File: src/rtl/pcie_slot_rst_pkg.sv
package pcie_slot_rst_pkg;
  typedef enum logic [2:0] {
    SEQ_IDLE    = 3'd0,
    SEQ_SUPPLY  = 3'd1,
    SEQ_REFCLK  = 3'd2,
    SEQ_UP      = 3'd3,
    SEQ_FAULT   = 3'd4
  } seq_state_e;
endpackage

File: src/rtl/seq_sat_cnt.sv
// Saturating window counter: counts enabled cycles up to LIMIT and holds.
module seq_sat_cnt #(
  parameter int LIMIT = 16
) (
  input  logic clk,
  input  logic rst_n,
  input  logic clr,
  output logic done
);
  localparam int W = (LIMIT < 1) ? 1 : $clog2(LIMIT + 1);
  localparam logic [W-1:0] LIM = W'(LIMIT);

  logic [W-1:0] cnt_q;

  always_ff @(posedge clk or negedge rst_n) begin
    if (!rst_n)          cnt_q <= '0;
    else if (clr)        cnt_q <= '0;
    else if (cnt_q != LIM) cnt_q <= cnt_q + W'(1);
  end

  assign done = (cnt_q == LIM);
endmodule

File: src/rtl/seq_ctrl_fsm.sv
// Sequencing state machine; all timing comes from the window counters.
module seq_ctrl_fsm
  import pcie_slot_rst_pkg::*;
#(
  parameter bit SKIP_PWR_WAIT = 1'b1
) (
  input  logic       clk,
  input  logic       rst_n,
  input  logic       start_i,
  input  logic       pwr_good_i,
  input  logic       supply_own_i,
  input  logic       pwr_win_done,
  input  logic       clk_win_done,
  input  logic       min_win_done,
  output seq_state_e state_q
);
  seq_state_e state_d;
  logic       skip_ok;

  assign skip_ok = SKIP_PWR_WAIT && !supply_own_i;

  always_comb begin
    state_d = state_q;
    unique case (state_q)
      SEQ_IDLE:   if (start_i) state_d = SEQ_SUPPLY;
      SEQ_SUPPLY: if (pwr_good_i && (skip_ok || pwr_win_done)) state_d = SEQ_REFCLK;
      SEQ_REFCLK: begin
        if (!pwr_good_i)                       state_d = SEQ_FAULT;
        else if (clk_win_done && min_win_done) state_d = SEQ_UP;
      end
      SEQ_UP:     if (!pwr_good_i) state_d = SEQ_FAULT;
      SEQ_FAULT:  if (pwr_good_i && min_win_done) state_d = SEQ_SUPPLY;
      default:    state_d = SEQ_IDLE;
    endcase
  end

  always_ff @(posedge clk or negedge rst_n) begin
    if (!rst_n) state_q <= SEQ_IDLE;
    else        state_q <= state_d;
  end
endmodule

File: src/rtl/pcie_slot_rst_seq.sv
// Top: slot supply, reference clock and fundamental-reset sequencing.
module pcie_slot_rst_seq
  import pcie_slot_rst_pkg::*;
#(
  parameter int PWR_STABLE_CYC = 10_000_000,
  parameter int CLK_STABLE_CYC = 10_000,
  parameter int MIN_ASSERT_CYC = 10_000,
  parameter bit SKIP_PWR_WAIT  = 1'b1
) (
  input  logic clk,
  input  logic rst_n,
  input  logic start_i,
  input  logic pwr_good_i,
  input  logic supply_own_i,
  output logic slot_pwr_en_o,
  output logic refclk_en_o,
  output logic perst_n_o,
  output logic link_rdy_o
);
  seq_state_e state_q;
  logic       pwr_win_done, clk_win_done, min_win_done;
  logic       link_q;

  // Supply window: only uninterrupted power-good cycles inside the supply wait count.
  seq_sat_cnt #(.LIMIT(PWR_STABLE_CYC)) u_pwr_win (
    .clk(clk), .rst_n(rst_n),
    .clr((state_q != SEQ_SUPPLY) || !pwr_good_i),
    .done(pwr_win_done)
  );

  // Clock window: cycles since the reference clock was enabled.
  seq_sat_cnt #(.LIMIT(CLK_STABLE_CYC)) u_clk_win (
    .clk(clk), .rst_n(rst_n),
    .clr(state_q != SEQ_REFCLK),
    .done(clk_win_done)
  );

  // Assertion window: cycles the reset line has been held low.
  seq_sat_cnt #(.LIMIT(MIN_ASSERT_CYC)) u_min_win (
    .clk(clk), .rst_n(rst_n),
    .clr(perst_n_o),
    .done(min_win_done)
  );

  seq_ctrl_fsm #(.SKIP_PWR_WAIT(SKIP_PWR_WAIT)) u_fsm (
    .clk(clk), .rst_n(rst_n),
    .start_i(start_i), .pwr_good_i(pwr_good_i), .supply_own_i(supply_own_i),
    .pwr_win_done(pwr_win_done), .clk_win_done(clk_win_done),
    .min_win_done(min_win_done),
    .state_q(state_q)
  );

  assign slot_pwr_en_o = (state_q != SEQ_IDLE);
  assign refclk_en_o   = (state_q == SEQ_REFCLK) || (state_q == SEQ_UP);
  // Fast path: power-good gates reset without passing through a register.
  assign perst_n_o     = (state_q == SEQ_UP) && pwr_good_i;

  always_ff @(posedge clk or negedge rst_n) begin
    if (!rst_n) link_q <= 1'b0;
    else        link_q <= perst_n_o;
  end

  assign link_rdy_o = link_q && perst_n_o;
endmodule

File: config.mk
export PLATFORM = sky130hd
export DESIGN_NAME = pcie_slot_rst_seq
export DESIGN_NICKNAME = d
export VERILOG_FILES = /design/src/rtl/pcie_slot_rst_pkg.sv /design/src/rtl/seq_sat_cnt.sv /design/src/rtl/seq_ctrl_fsm.sv /design/src/rtl/pcie_slot_rst_seq.sv
export SDC_FILE = /design/constraint.sdc
export NUM_CORES = 1
export LEC_CHECK = 0
export ABC_AREA = 1
export CORE_AREA = 2 2 80 82
export CTS_BUF_LIST = sky130_fd_sc_hd__clkbuf_4 sky130_fd_sc_hd__clkbuf_8 sky130_fd_sc_hd__clkbuf_16
export DETAILED_ROUTE_END_ITERATION = 8
export DIE_AREA = 0 0 82 84
export PLACE_DENSITY = 0.7
export SLEW_MARGIN = 20
export SYNTH_ARGS = -nofsm -noshare
export SYNTH_HDL_FRONTEND = slang
export SYNTH_SLANG_ARGS = --single-unit
File: constraint.sdc
create_clock -name clk -period 1.9 [get_ports clk]
set_input_delay 0.475 -clock clk [delete_from_list [all_inputs] [get_ports clk]]
set_output_delay 0.475 -clock clk [all_outputs]
set_load 0.02 [all_outputs]
==> summary.md <==
| Metric | Value |
|---|---|
| Overflow after GRT | 0 |
| DRT Wirelength | approximately 6300 um |
| CP Data Required Time | 1.42 ns |
| Placed Cells incl. Taps | ~500 |
| Max_cap viols | 0 |
| Leakage | around 1.7 nW |
| WP data arrival | roughly 1.4 ns |
| CTS Buf Count | 5 |
| Root buffer cell | clkbuf_8 |
| Register bit total from synthesis | 56 |
| DRT Pass-1 Iters | 4 |
| Top FF cell, synth | dfrtp_1 |
| Total Power | 3.18 mW |
| Die height | between 80 and 90 um |
| Final hold viol count | 0 |
| Clock-pin slew on the worst setup and hold paths | about 0.10 ns |
| DRC Markers | 0 |
| Routability cong. | 0.848 |
| Count of pins over their slew limit | 0 |
| Post-Syn Area | 3180 um2 |
| Final HPWL DP | roughly 4700 um |
| Post-Route Skew | 0.0150 ns |
| Starting density of the core | a little over half |
| Grt met3 use | 3.46% |
| Syn nets | roughly 420 |
| Synth warn | 0 |
| Net Sw Power | roughly 1.1 mW |
| Pin count of the biggest net entering global routing | 43 |
| First-pass GRT wire length | approximately 11000 um |
| Slew headroom | around 65% |
| Count of different cell masters after synthesis | 40 |
| Core region area | around 6100 um2 |
| Slew at the pin closest to its max-slew limit | approximately 0.52 ns |
| Later-pin clock latency in the skew report | ~0.31 ns |
| Die ar. | 6890 um2 |
| Power Dens Cells | between 900 and 1000 nW/um2 |
| H-tree levels | 2 |
| Post-DR wirelength/cell | around 12 um |
| Number of flops mapped to enable cells by yosys | 0 |
| Final period utilization | between 90% and 100% |
| Vias/cell | about 5.2 |
| Non-filler cells, final | about 510 |
| Setup CP Type | reg2out |
| Synth Instances | a little over 400 |
| Synth area leaders | dfrtp_1 (44%), nand2_1 (8.1%), nor2_1 (6.7%), a21oi_1 (5.8%), inv_1 (5.7%) |
| Multi-input gate area | around 1500 um2 |
| Antenna Nets Post-Route | 0 |
| Sink Count | 56 |
| Clock buffer depth | 2 |
| Top-level I/O count | 9 |
| P_int | roughly 2.1 mW |
| Row count | 29 |
| CTS tree | done |
| Most frequent cells in the layout | nand2_1 (69), nor2_1 (57), dfrtp_1 (56) |
| Die X | 82 um |
| Vias in the first global route | about 2600 |
| Area Growth Syn to Fin | 10.3% |
| Outcome | finished clean |
| GR Util met2 | approximately a third |
| Clock share of power | a little over a fifth |
| Place WS | -0.566 ns |
| Flop pwr share | a little under half |
| Total GRT Usage | 20.4% |
| Final min period | roughly 1.8 ns |
| Sequential area share after synthesis | between 40 and 50% |
| Peak supply drop | 585 uV |
| Area leader, netlist | dfrtp_1 |
| Fillcell total | ~570 |
| # setup viols final | 0 |
| Avg Synthesized Cell Area | ~7.8 um2 |
| Yosys top cell area share | approximately 44% |
| Number of vias in the routed layout | between 2000 and 3000 |
| Most common cell after layout, fill and taps aside | nand2_1 |
| Detailed Route Iter0 Violations | between 80 and 90 |
| CP max FO | 2 |
| Initial antenna violation count | 0 |
| Final worst slack | approximately 0.077 ns |
| Critical path launch point type | flop |
| FFs w/ async S/R, synth | 100% |
| Storage element area | 1400 um2 |
| I/O Buffers | 8 |
| Final #Nets | 442 |
| Layout cells sized above 1 | between 10 and 15% |
| Total inserted antenna cells | 0 |
| Switch share | between 30% and 40% |
| Grt met1 use | between 20% and 30% |
| Setup crit end kind | output port |
| Fmax | between 0.5 and 0.6 GHz |
| RSZ-0062 raised after global routing | no |
| GRT busiest layer | met2 |
| Comb pwr share | between 30% and 40% |
| Hold/Removal Path Class | in2async |
worst max-delay path, cell delays in order (launching register included):
cell and delay (ns):
dfrtp_1 0.39, buf_4 0.15, nor2_2 0.17, clkdlybuf4s15_1 0.33
worst paths after layout:
path,slack [ns],from,cells after the start,to
max in group asynchronous,1.27,rst_n,2,u_pwr_win.cnt_q[19]$_DFFE_PN0P_
hold reg to reg,0.48,u_pwr_win.cnt_q[23]$_DFFE_PN0P_,1,u_pwr_win.cnt_q[23]$_DFFE_PN0P_
hold / removal,0.07,rst_n,1,u_pwr_win.cnt_q[7]$_DFFE_PN0P_
setup reg to reg,0.18,u_pwr_win.cnt_q[1]$_DFFE_PN0P_,13,u_fsm.state_q[0]$_DFFE_PN0P_
min in group clk,0.48,u_pwr_win.cnt_q[23]$_DFFE_PN0P_,1,u_pwr_win.cnt_q[23]$_DFFE_PN0P_
setup / recovery,0.08,u_fsm.state_q[2]$_DFFE_PN0P_,3,refclk_en_o
synthesized netlist by cell type (all sizes together), types with 4 or more instances:
cell   instances
nand2         77
nor2          74
dfrtp         56
inv           56
a21oi         37
o21ai         29
nand3         21
nand4         14
nor3          13
ha             6
buf            4
xor2           4
per-stage QoR:
| step | hold slack, ns | util (%) | setup TNS (ns) | cell area (um2) |
|---|---|---|---|---|
| floorplan | 0.179 | - | 0 | 3180 |
| global placement | 0.417 | 56.0 | -1.15 | 3410 |
| detailed placement | 0.417 | 56.0 | -1.20 | 3410 |
| CTS | 0.0765 | 57.6 | 0 | 3510 |
| global route | 0.0880 | 57.6 | 0 | 3510 |
| finish | 0.0690 | 57.6 | 0 | 3510 |
sequential cells by signal, summed over array words and instances (netlist names):
register,flops
u_fsm.state_q,3
u_clk_win.cnt_q,14
u_pwr_win.cnt_q,24
link_q,1
u_min_win.cnt_q,14
per-layer routing:
layer	wire length, um	vias to the layer above
met4	72	0
li1	-	1380
met5	0	-
met2	3050	32
met1	3030	1232
met3	135	6
cell families after synthesis:
logic type	share of synthesized area, %
AOI/OAI and AO/OA	12.0
xor gates and xnor gates	1.38
adders and majority gates	2.36
and+or+nand+nor	32.6
buffers and inverters	7.66
DFF	44.0
layout make-up:
class                           instances  share of cell area (%)
Multi-Input combinational cell        291                    43.8
Sequential cell                        56                    39.9
Timing Repair Buffer                   20                    4.67
Inverter                               57                    6.13
Tap cell                               77                    2.74
Clock buffer                            7                    2.74
repair_timing:
item | 4_1_cts | 5_1_grt
hold buffers | 0 | 0
resized for setup | 12 | 3
pin swaps | 1 | 0
buffers inserted | 2 | 0
setup endpoints to repair | 4 | 2
power by group through the flow:
stage                     combinational, mW  clock (mW)  sequential, mW
final                                 0.970       0.699            1.51
after global routing                   1.12       0.755            1.54
after CTS                             0.982       0.715            1.51
after detailed placement              0.988           0            1.53
after global placement                0.967           0            1.53
after floorplan                       0.696           0            1.51
Note: power is estimated with default switching activity, not from simulation.
